`src/rtl/filer_pkg.sv`:
```
package filer_pkg;

  localparam int QUEUE_W = 6;

  typedef struct packed {
    logic cle;
    logic rej;
    logic and_f;
    logic gpi;
  } rule_flags_t;

  typedef enum logic [1:0] {
    ST_IDLE     = 2'd0,
    ST_WALK     = 2'd1,
    ST_SKIP_AND = 2'd2,
    ST_SKIP_CLU = 2'd3
  } walk_state_e;

endpackage

```
`src/rtl/filer_rule_table.sv`:
```
module filer_rule_table
  import filer_pkg::*;
#(
  parameter int DEPTH  = 16,
  parameter int PID_W  = 3,
  parameter int PROP_W = 16,
  localparam int IDX_W = $clog2(DEPTH)
) (
  input  logic               clk_i,
  input  logic               rst_ni,
  input  logic               we_i,
  input  logic [IDX_W-1:0]   waddr_i,
  input  logic [PID_W-1:0]   wpid_i,
  input  logic [QUEUE_W-1:0] wqueue_i,
  input  rule_flags_t        wflags_i,
  input  logic [PROP_W-1:0]  wval_i,
  input  logic [IDX_W-1:0]   raddr_i,
  output logic [PID_W-1:0]   rpid_o,
  output logic [QUEUE_W-1:0] rqueue_o,
  output rule_flags_t        rflags_o,
  output logic [PROP_W-1:0]  rval_o
);

  logic [PID_W-1:0]   pid_q   [DEPTH];
  logic [QUEUE_W-1:0] queue_q [DEPTH];
  rule_flags_t        flags_q [DEPTH];
  logic [PROP_W-1:0]  val_q   [DEPTH];

  for (genvar e = 0; e < DEPTH; e++) begin : g_entry
    logic sel;
    assign sel = we_i && (waddr_i == IDX_W'(e));

    always_ff @(posedge clk_i or negedge rst_ni) begin
      if (!rst_ni) begin
        pid_q[e]   <= '0;
        queue_q[e] <= '0;
        flags_q[e] <= '0;
        val_q[e]   <= '0;
      end else if (sel) begin
        pid_q[e]   <= wpid_i;
        queue_q[e] <= wqueue_i;
        flags_q[e] <= wflags_i;
        val_q[e]   <= wval_i;
      end
    end
  end

  assign rpid_o   = pid_q[raddr_i];
  assign rqueue_o = queue_q[raddr_i];
  assign rflags_o = flags_q[raddr_i];
  assign rval_o   = val_q[raddr_i];

endmodule

```
`src/rtl/filer_match.sv`:
```
module filer_match #(
  parameter int NUM_PROP = 8,
  parameter int PROP_W   = 16,
  localparam int PID_W   = $clog2(NUM_PROP)
) (
  input  logic [NUM_PROP*PROP_W-1:0] props_i,
  input  logic [PID_W-1:0]           pid_i,
  input  logic [PROP_W-1:0]          val_i,
  output logic                       hit_o
);

  logic [PROP_W-1:0] prop_a [NUM_PROP];

  for (genvar g = 0; g < NUM_PROP; g++) begin : g_slot
    assign prop_a[g] = props_i[g*PROP_W +: PROP_W];
  end

  // exact equality against the slot selected by the rule
  always_comb begin
    hit_o = 1'b0;
    for (int k = 0; k < NUM_PROP; k++) begin
      if (pid_i == PID_W'(k)) hit_o = (prop_a[k] == val_i);
    end
  end

endmodule

```
`src/rtl/filer_walker.sv`:
```
module filer_walker
  import filer_pkg::*;
#(
  parameter int DEPTH     = 16,
  parameter int NUM_RINGS = 8,
  localparam int IDX_W    = $clog2(DEPTH),
  localparam int CNT_W    = $clog2(DEPTH + 1),
  localparam int RING_W   = $clog2(NUM_RINGS)
) (
  input  logic               clk_i,
  input  logic               rst_ni,
  input  logic               start_i,
  input  logic               single_i,
  input  logic [CNT_W-1:0]   cnt_i,
  input  rule_flags_t        flags_i,
  input  logic [QUEUE_W-1:0] queue_i,
  input  logic               hit_i,
  output logic [IDX_W-1:0]   ridx_o,
  output logic               ready_o,
  output logic               done_o,
  output logic               accept_o,
  output logic [QUEUE_W-1:0] queue_o,
  output logic [RING_W-1:0]  ring_o,
  output logic               gpi_o
);

  walk_state_e        state_q, state_d;
  logic [CNT_W-1:0]   idx_q, idx_d;
  logic [CNT_W-1:0]   cnt_q;
  logic               single_q;
  logic               clu_q, clu_d;

  logic               fin, fin_acc, fin_gpi;
  logic [QUEUE_W-1:0] fin_queue;
  logic [RING_W-1:0]  fin_ring;
  logic               in_range;
  logic               eff_cle;
  logic [CNT_W-1:0]   cnt_clamp;

  assign in_range  = idx_q < cnt_q;
  assign ridx_o    = idx_q[IDX_W-1:0];
  assign ready_o   = (state_q == ST_IDLE);
  assign cnt_clamp = (cnt_i > CNT_W'(DEPTH)) ? CNT_W'(DEPTH) : cnt_i;
  // an enter seen inside a cluster degrades to a plain AND rule
  assign eff_cle   = flags_i.cle && !(clu_q && flags_i.and_f);

  always_comb begin
    state_d   = state_q;
    idx_d     = idx_q;
    clu_d     = clu_q;
    fin       = 1'b0;
    fin_acc   = 1'b0;
    fin_gpi   = 1'b0;
    fin_queue = '0;
    fin_ring  = '0;
    unique case (state_q)
      ST_IDLE: begin
        if (start_i) begin
          state_d = ST_WALK;
          idx_d   = '0;
          clu_d   = 1'b0;
        end
      end
      ST_WALK: begin
        if (!in_range) begin
          fin = 1'b1;
        end else begin
          idx_d = idx_q + 1'b1;
          unique case ({eff_cle, flags_i.and_f})
            2'b00: begin
              if (hit_i) begin
                fin     = 1'b1;
                fin_acc = !flags_i.rej;
              end
            end
            2'b01: begin
              if (!hit_i) state_d = ST_SKIP_AND;
            end
            2'b11: begin
              if (hit_i) clu_d = 1'b1;
              else       state_d = ST_SKIP_CLU;
            end
            default: begin
              if (hit_i) begin
                fin     = 1'b1;
                fin_acc = !flags_i.rej;
              end else begin
                clu_d = 1'b0;
              end
            end
          endcase
        end
      end
      ST_SKIP_AND: begin
        if (!in_range) begin
          fin = 1'b1;
        end else begin
          idx_d = idx_q + 1'b1;
          if (!flags_i.and_f) begin
            state_d = ST_WALK;
            if (flags_i.cle) clu_d = 1'b0;
          end
        end
      end
      default: begin
        if (!in_range) begin
          fin = 1'b1;
        end else begin
          idx_d = idx_q + 1'b1;
          if (flags_i.cle && !flags_i.and_f) state_d = ST_WALK;
        end
      end
    endcase
    if (fin) begin
      state_d = ST_IDLE;
      if (fin_acc) begin
        fin_queue = queue_i;
        fin_ring  = single_q ? '0 : queue_i[RING_W-1:0];
        fin_gpi   = flags_i.gpi;
      end
    end
  end

  always_ff @(posedge clk_i or negedge rst_ni) begin
    if (!rst_ni) begin
      state_q  <= ST_IDLE;
      idx_q    <= '0;
      cnt_q    <= '0;
      single_q <= 1'b0;
      clu_q    <= 1'b0;
      done_o   <= 1'b0;
      accept_o <= 1'b0;
      queue_o  <= '0;
      ring_o   <= '0;
      gpi_o    <= 1'b0;
    end else begin
      state_q  <= state_d;
      idx_q    <= idx_d;
      clu_q    <= clu_d;
      done_o   <= fin;
      accept_o <= fin_acc;
      queue_o  <= fin_queue;
      ring_o   <= fin_ring;
      gpi_o    <= fin_gpi;
      if (state_q == ST_IDLE && start_i) begin
        cnt_q    <= cnt_clamp;
        single_q <= single_i;
      end
    end
  end

  a_r13_done_one_cycle: assert property (@(posedge clk_i) disable iff (!rst_ni)
    done_o |=> !done_o);

  a_r10_idx_bounded: assert property (@(posedge clk_i) disable iff (!rst_ni)
    (state_q != ST_IDLE) |-> (idx_q <= cnt_q));

  a_r4_reject_clears: assert property (@(posedge clk_i) disable iff (!rst_ni)
    (done_o && !accept_o) |-> (queue_o == '0 && ring_o == '0 && !gpi_o));

  a_r11_gpi_on_accept: assert property (@(posedge clk_i) disable iff (!rst_ni)
    gpi_o |-> (done_o && accept_o));

endmodule

```
`src/rtl/rule_chain_filer.sv`:
```
module rule_chain_filer
  import filer_pkg::*;
#(
  parameter int DEPTH     = 16,
  parameter int NUM_PROP  = 8,
  parameter int PROP_W    = 16,
  parameter int NUM_RINGS = 8,
  localparam int IDX_W    = $clog2(DEPTH),
  localparam int CNT_W    = $clog2(DEPTH + 1),
  localparam int PID_W    = $clog2(NUM_PROP),
  localparam int RING_W   = $clog2(NUM_RINGS)
) (
  input  logic                       clk_i,
  input  logic                       rst_ni,
  input  logic                       tbl_we_i,
  input  logic [IDX_W-1:0]           tbl_addr_i,
  input  logic [PID_W-1:0]           tbl_pid_i,
  input  logic [QUEUE_W-1:0]         tbl_queue_i,
  input  logic                       tbl_cle_i,
  input  logic                       tbl_rej_i,
  input  logic                       tbl_and_i,
  input  logic                       tbl_gpi_i,
  input  logic [PROP_W-1:0]          tbl_val_i,
  input  logic [CNT_W-1:0]           rule_cnt_i,
  input  logic                       single_ring_i,
  input  logic                       frm_valid_i,
  output logic                       frm_ready_o,
  input  logic [NUM_PROP*PROP_W-1:0] frm_prop_i,
  output logic                       done_o,
  output logic                       accept_o,
  output logic [QUEUE_W-1:0]         queue_o,
  output logic [RING_W-1:0]          ring_o,
  output logic                       gpi_o
);

  logic [NUM_PROP*PROP_W-1:0] prop_q;
  logic                       start;
  logic [IDX_W-1:0]           ridx;
  logic [PID_W-1:0]           rpid;
  logic [QUEUE_W-1:0]         rqueue;
  rule_flags_t                rflags, wflags;
  logic [PROP_W-1:0]          rval;
  logic                       hit;

  assign start  = frm_valid_i && frm_ready_o;
  assign wflags = '{cle: tbl_cle_i, rej: tbl_rej_i, and_f: tbl_and_i, gpi: tbl_gpi_i};

  always_ff @(posedge clk_i or negedge rst_ni) begin
    if (!rst_ni)    prop_q <= '0;
    else if (start) prop_q <= frm_prop_i;
  end

  filer_rule_table #(
    .DEPTH (DEPTH),
    .PID_W (PID_W),
    .PROP_W(PROP_W)
  ) u_table (
    .clk_i   (clk_i),
    .rst_ni  (rst_ni),
    .we_i    (tbl_we_i),
    .waddr_i (tbl_addr_i),
    .wpid_i  (tbl_pid_i),
    .wqueue_i(tbl_queue_i),
    .wflags_i(wflags),
    .wval_i  (tbl_val_i),
    .raddr_i (ridx),
    .rpid_o  (rpid),
    .rqueue_o(rqueue),
    .rflags_o(rflags),
    .rval_o  (rval)
  );

  filer_match #(
    .NUM_PROP(NUM_PROP),
    .PROP_W  (PROP_W)
  ) u_match (
    .props_i(prop_q),
    .pid_i  (rpid),
    .val_i  (rval),
    .hit_o  (hit)
  );

  filer_walker #(
    .DEPTH    (DEPTH),
    .NUM_RINGS(NUM_RINGS)
  ) u_walker (
    .clk_i   (clk_i),
    .rst_ni  (rst_ni),
    .start_i (start),
    .single_i(single_ring_i),
    .cnt_i   (rule_cnt_i),
    .flags_i (rflags),
    .queue_i (rqueue),
    .hit_i   (hit),
    .ridx_o  (ridx),
    .ready_o (frm_ready_o),
    .done_o  (done_o),
    .accept_o(accept_o),
    .queue_o (queue_o),
    .ring_o  (ring_o),
    .gpi_o   (gpi_o)
  );

  a_r2_busy_after_start: assert property (@(posedge clk_i) disable iff (!rst_ni)
    (frm_valid_i && frm_ready_o) |=> !frm_ready_o);

  a_r5_ring_source: assert property (@(posedge clk_i) disable iff (!rst_ni)
    (done_o && accept_o) |-> (ring_o == '0 || ring_o == queue_o[RING_W-1:0]));

endmodule

```
`config.mk`:
```
export PLATFORM = sky130hd
export DESIGN_NAME = rule_chain_filer
export DESIGN_NICKNAME = d
export VERILOG_FILES = /design/src/rtl/filer_pkg.sv /design/src/rtl/filer_rule_table.sv /design/src/rtl/filer_match.sv /design/src/rtl/filer_walker.sv /design/src/rtl/rule_chain_filer.sv
export SDC_FILE = /design/constraint.sdc
export NUM_CORES = 1
export LEC_CHECK = 0
export BUFFER_PORTS_ARGS = -buffer_cell sky130_fd_sc_hd__buf_2
export CORE_MARGIN = 5
export CORE_UTILIZATION = 45
export CTS_BUF_LIST = sky130_fd_sc_hd__clkbuf_4
export DETAILED_ROUTE_END_ITERATION = 10
export PLACE_DENSITY = 0.65
export REMOVE_ABC_BUFFERS = 1
export SLEW_MARGIN = 30
export SYNTH_ARGS = -nofsm -noshare
export SYNTH_HDL_FRONTEND = slang
export SYNTH_SLANG_ARGS = --single-unit
```
`constraint.sdc`:
```
create_clock -name clk_i -period 4.2 [get_ports clk_i]
set_clock_uncertainty 0.05 [all_clocks]
set_input_delay 0.21 -clock clk_i [delete_from_list [all_inputs] [get_ports clk_i]]
set_output_delay 0.21 -clock clk_i [all_outputs]
set_load 0.005 [all_outputs]
```
# Yosys cells after proc, flatten, opt, wreduce, memory -nomap -nowiden
# Cells that the tools add are included.
# classes
n_reduce_logical	37
magnitude_cmp	3
add_sub_neg	1
bitwise	1
n_mux	60
n_shift	0
mul	0
n_eq_ne	49
div	0
# ops
operator	count
equality test 16 bit	8
binary-select mux 16 bit (select 4 bit)	1
equality test 4 bit, second input constant	8
2-to-1 mux 16 bit	2
2-to-1 mux 1 bit	25
binary-select mux 6 bit (select 4 bit)	1
2-to-1 mux 6 bit	4
logical AND 1 bit	21
2-to-1 mux 5 bit	4
2-to-1 mux 2 bit	9
AND reduction 9 bit	2
binary-select mux 4 bit (select 4 bit)	1
equality test 4 x 3 -> 1 bit, second input constant	4
2-to-1 mux 3 bit	5
binary-select mux 3 bit (select 4 bit)	1
equality test 3 bit, second input constant	4
inequality test 3 x 1 -> 1 bit, second input constant	3
equality test 4 x 2 -> 1 bit, second input constant	2
2-to-1 mux 4 bit	2
inequality test 2 x 1 -> 1 bit, second input constant	4
inequality test 4 bit, second input constant	2
equality test 3 x 2 -> 1 bit, second input constant	2
inequality test 3 bit, second input constant	2
case mux 2 bit (3 select lines)	1
24 further kinds	33
# word_totals
mem_bits_ro	0
word_cells	274
out_inout_bits	13
memories	0
latchBits	0
ram_bits	0
reg_bits	618

# Longest topological paths before layout
# depth
word_depth	19
ltp_mapped	17
depth_no_buf	11

# By module
# Synthesis repeated with hierarchy kept, for this count alone.
# unflattened
hier_cells	1854
area_unflattened_um2	28884.0
# modules_own_cells
module	seq_area_each_um2	instances	area_each_um2	cells_per_inst
filer_rule_table	11611.1	1	20848.7	1274
rule_chain_filer	3203.1	1	5183.7	271
filer_match	0.0	1	1615.3	198
filer_walker	650.6	1	1236.2	111

# Worst setup path after synthesis
# OpenSTA, ideal clock, no wires.
# synth_path
path_kind	flip-flop to flip-flop
start	register u_walker.idx_q[0]
end	register u_walker.gpi_o
path_stages_with_launch	11
setup_ns	0.126
setup_slack_ns	0.680
path_buffers	7
t_arrival_ns	3.344
t_required_ns	4.024
path_cell_list	dfrtp_1 buf_4 buf_8 buf_6 buf_2 buf_2 buf_2 buf_1 mux4_2 mux4_2 nor2b_1
# synth_via
elab_chain_cells	19
elab_cells_between_ends	53
cone_classes	order compare: 1; eq/ne: 17; mux: 28; bitwise: 1; reduce/logical: 6
# synth_rtl
element	line	source
from (decl)	filer_walker.sv:28	logic [CNT_W-1:0] idx_q, idx_d;
from (signal assigned)	filer_walker.sv:138	idx_q <= idx_d;
inverter 4 -> 5 bit (not written as such)	filer_rule_table.sv:48, filer_rule_table.sv:50, filer_rule_table.sv:51	
binary-select mux 16 bit (select 4 bit) or binary-select mux 3 bit (select 4 bit) (tied branches)	filer_rule_table.sv:51, filer_rule_table.sv:48	
2-to-1 mux 16 bit (not written as such) or 2-to-1 mux 3 bit (tied branches) (2 in a row)	filer_rule_table.sv:51, filer_rule_table.sv:48	
equality test 16 bit or zero test 3 bit (tied branches)	filer_match.sv:22	if (pid_i == PID_W'(k)) hit_o = (prop_a[k] == val_i);
2-to-1 mux 1 bit (8 in a row)	filer_match.sv:22	
2-to-1 mux 1 bit	filer_walker.sv:71, filer_walker.sv:84	
2-to-1 mux 1 bit	-	
2-to-1 mux 1 bit	filer_walker.sv:65	if (!in_range) begin
2-to-1 mux 1 bit	filer_walker.sv:56	unique case (state_q)
2-to-1 mux 1 bit	filer_walker.sv:116	if (fin_acc) begin
2-to-1 mux 1 bit (*)	filer_walker.sv:114	if (fin) begin
named net u_walker.fin_gpi	filer_walker.sv:33	logic fin, fin_acc, fin_gpi;
to (signal assigned)	filer_walker.sv:144	gpi_o <= fin_gpi;
to (decl)	filer_walker.sv:24	output logic gpi_o
# The timed path passes the listed nets; every way through them passes the cells marked *. The select of a mux whose other input is x is not followed.
# A chain may end at the register's enable or synchronous reset.

# Worst setup path in the final report
# layout_path
start	register u_walker.idx_q[1]
end	register u_walker.ring_o[2]
# layout_via
elab_chain_cells	19
elab_cells_between_ends	57
cone_classes	order compare: 1; eq/ne: 17; mux: 32; bitwise: 1; reduce/logical: 6
# layout_rtl
element	line	source
inverter 4 -> 5 bit (not written as such)	-	
binary-select mux 16 bit (select 4 bit) or binary-select mux 3 bit (select 4 bit) (tied branches)	filer_rule_table.sv:51, filer_rule_table.sv:48	
2-to-1 mux 16 bit (not written as such) or 2-to-1 mux 3 bit (tied branches) (2 in a row)	filer_rule_table.sv:51, filer_rule_table.sv:48	
equality test 16 bit or zero test 3 bit (tied branches)	filer_match.sv:22	
2-to-1 mux 1 bit (8 in a row)	filer_match.sv:22	
2-to-1 mux 1 bit	filer_walker.sv:71, filer_walker.sv:84	
2-to-1 mux 1 bit	-	
2-to-1 mux 1 bit	filer_walker.sv:65	
2-to-1 mux 1 bit	filer_walker.sv:56	
2-to-1 mux 3 bit	filer_walker.sv:116	
2-to-1 mux 3 bit (*)	filer_walker.sv:114	
named net u_walker.fin_ring[2]	filer_walker.sv:35	logic [RING_W-1:0] fin_ring;
to (signal assigned)	filer_walker.sv:143	ring_o <= fin_ring;
to (decl)	filer_walker.sv:23	output logic [RING_W-1:0] ring_o,
# Marked as above.

==> impl_metrics.ini <==
[clock_tree]
clkTransAtPathRegs_ns = 0.06
cts_tree = yes
cts_buffer_depth = 3
clock_latency_ns = 1.04
root_buffer = clkbuf_4
numCtsBuffers = 164
cts.sinks = 618
h-tree-depth = 4

[worst_setup_path]
cp_slowest_cell = dfrtp_4
cp.depth = 12
crit_path_start_kind = flop
worstRegToRegCells = 12
crit_chain = buf_12 > mux4_2 > mux2i_1 > buf_4 > or3b_2 > a32oi_1 > o2111ai_1 > a2111o_1 > nand3_2 > o2111ai_1 > buf_4 > nor3b_1
critPathKind = flop to flop
r2r-end = u_walker.ring_o[2]
critPathMaxFanout = 23
cpPeakStageDelay_ns = 0.56
crit_buf_inv = 3
required_ns = 5.04
arrival_ns = 4.98
cp_top_family = compound AO/OA/AOI/OAI gates
worstSetupEndpoint = u_walker.ring_o[2]
crit_path_end_kind = flop
r2r_start = u_walker.idx_q[1]
crit_start = u_walker.idx_q[1]
r2r_slack_ns = 0.06

[placement]
gp_congestion = 0.960
placedCellCount = 3564
hpwl_mm = 67.2
dp_slack_ns = -0.195
numPortBuffers = 183

[timing]
postLayoutSetupSlackWorst_ns = 0.0568
period_minus_slack_ns = 4.14
max_freq_ghz = 0.241
slew_violations = 0
setup-tns-final_ns = 0
finalCritPeriodShare_pct = 98.6
slew_headroom_pct = 33.9
tightest_slew_ns = 0.989
rsz0062_at_grt = false
hold_viol = 0
setup_viol = 0

[grt]
grt_pass1_wl_mm = 164
grt_use_total_pct = 29.2
grt_pass1_vias = 26800
grt_overflow = 0
antenna_found_initial = 9
grt_max_degree = 117

[floorplan]
coreArea_mm2 = 0.0675
fp.dieW_um = 271
die_area_mm2 = 0.0736
chipHeight_um = 271
num_io_pins = 184
row_count = 95
start_util_pct = 45.5

[final_layout]
final_core_util_pct = 59.5
finalNonFillerCells = 4308
drive_above_1_share_pct = 35.8
num-nets-final = 3483
synthToLayoutAreaGrowth_pct = 30.7
fillers = 5155

[logic_synthesis]
netlist.area_leader.share_pct = 50.3
synth.distinct_cells = 80
synth-edff-count = 0
postSynthCellCount = 2531
yosysSeqAreaShare_pct = 50.3
yosys_warnings = 0
synth_common_cells = dfrtp_1 (618), mux2_2 (478), nand2_1 (416)
synth-main-ff-cell = dfrtp_1
syn_area_per_cell_um2 = 12.1
synthArstFlopShare_pct = 100
synth_top_area_cell = dfrtp_1
yosysMostFrequentCell = dfrtp_1
yosys-top-cells-area = dfrtp_1 (50%), mux2_2 (18%), nand2_1 (5.1%)
syn_area_mm2 = 0.0307
ys_ff_latch = 618

[pwr]
power_density_mw_per_mm2 = 716
ir_drop_v = 0.000329
p_total_mw = 28.8
leakagePower_nw = 18.0

[routing]
drt-wirelength-per-cell_um = 25.2
via_per_inst = 5.77
drtPass1Iterations = 6
ant_nets = 0
drc = 0
wirelength_mm = 109
vias = 24800
drtIter0Drc = 2364

[min_path]
min_path_type = input pin to flop
min_path_cells = 3

[status]
status = finished, final reports clean

[job]
cap_violations = 0
==> through the flow <==
stage	cell area, um2	hold WS (ns)
finish	40200	0.143
global route	40200	0.0783
CTS	40100	0.0180
detailed placement	33400	0.348
global placement	33400	0.337
floorplan	29900	-0.136
==> placed cells by master, fill, tap and decap left out, types with 6 or more instances in the layout <==
cell type and n:
mux2_2 478, mux2i_1 120, clkinv_2 6, nand2_1 412
a22oi_1 34, nand4_1 19, nor2b_1 12, xnor2_1 78
a22o_1 23, xor2_1 99, diode_2 10, nor4_1 15
clkinv_1 12, nor2_4 11, buf_4 135, or3_1 6
nand3b_1 7, buf_2 182, nand3_1 34, a2111oi_0 6
nor2_1 14, nand2_2 11, a31oi_1 14, o21ai_0 40
mux4_2 68, dlygate4sd3_1 445, inv_1 13, a221oi_1 6
buf_12 19, or2_1 6, a22oi_2 12, o22ai_1 13
nor3b_1 8, a21oi_1 31, clkbuf_4 252, o2111ai_1 9
nor3_1 27, dfrtp_1 614, nand2b_1 8
==> layer usage <==
metal  up-vias  part of all wire (%)  GRT usage (%)  wire length (um)
met5         -                     0              0                 0
met4         0                   4.5           13.3              4890
met3       314                   7.0           7.06              7600
met2      1092                    48           48.0             52300
met1     12800                    40           36.7             43900
li1      10700                     -              -                 -
==> power by group <==
group	internal (mW)	switching [mW]
sequential	7.65	1.72
clock	2.87	2.65
combinational	6.51	7.38
==> worst min path at each step <==
stage / to / slack [ns] / start
3_3_place_gp: prop_q[18] / 0.34 / rst_ni
6_report: u_table.flags_q[0] / 0.14 / tbl_gpi_i
3_5_place_dp: prop_q[66] / 0.35 / rst_ni
4_1_cts: u_table.flags_q[0] / 0.02 / tbl_gpi_i
5_1_grt: u_table.queue_q[20] / 0.08 / tbl_queue_i[2]
2_1_floorplan: prop_q[0] / -0.14 / rst_ni
==> registers in the layout (all words and copies together), names as in the netlist <==
| register | flops |
|---|---|
| u_table.val_q | 256 |
| u_walker.single_q | 1 |
| u_walker.accept_o | 1 |
| u_walker.idx_q | 5 |
| u_table.flags_q | 64 |
| u_walker.state_q | 2 |
| u_walker.ring_o | 3 |
| u_walker.clu_q | 1 |
| u_walker.done_o | 1 |
| u_walker.cnt_q | 5 |
| u_table.queue_q | 96 |
| prop_q | 128 |
| u_walker.queue_o | 6 |
| u_walker.gpi_o | 1 |
| u_table.pid_q | 48 |
==> kinds of logic after synthesis <==
family | share of synthesized area, %
adders and majority gates | 0.204
and+or+nand+nor | 9.23
DFF | 50.3
xor gates and xnor gates | 5.04
AOI/OAI and AO/OA | 5.72
muxes | 26.6
buffers and inverters | 2.91
==> cell type report <==
cell class	instances	area, um2	share of cell area [%]
sequential	618	15500	38.5
tap	873	1090	2.72
antenna	10	25.0	0.0623
clock inverter	32	244	0.607
inverter	15	56.3	0.140
timing repair buffer	784	6830	17.0
multi-input combinational	1724	14600	36.2
clock buffer	252	1890	4.71
==> worst min-delay path, stage by stage <==
cell and delay [ns]:
dlygate4sd3_1 0.52, buf_2 0.24, mux2_2 0.19
==> repair_timing <==
item | CTS | global route
setup endpoints to repair | 15 | 7
cloned | 0 | 0
endpoints found under the hold margin | 1124 | 0
buffers inserted | 0 | 3
pin swaps | 0 | 0
hold buffers | 447 | 0
gates resized for setup | 6 | 11
Power figures use the tool's default switching activity.
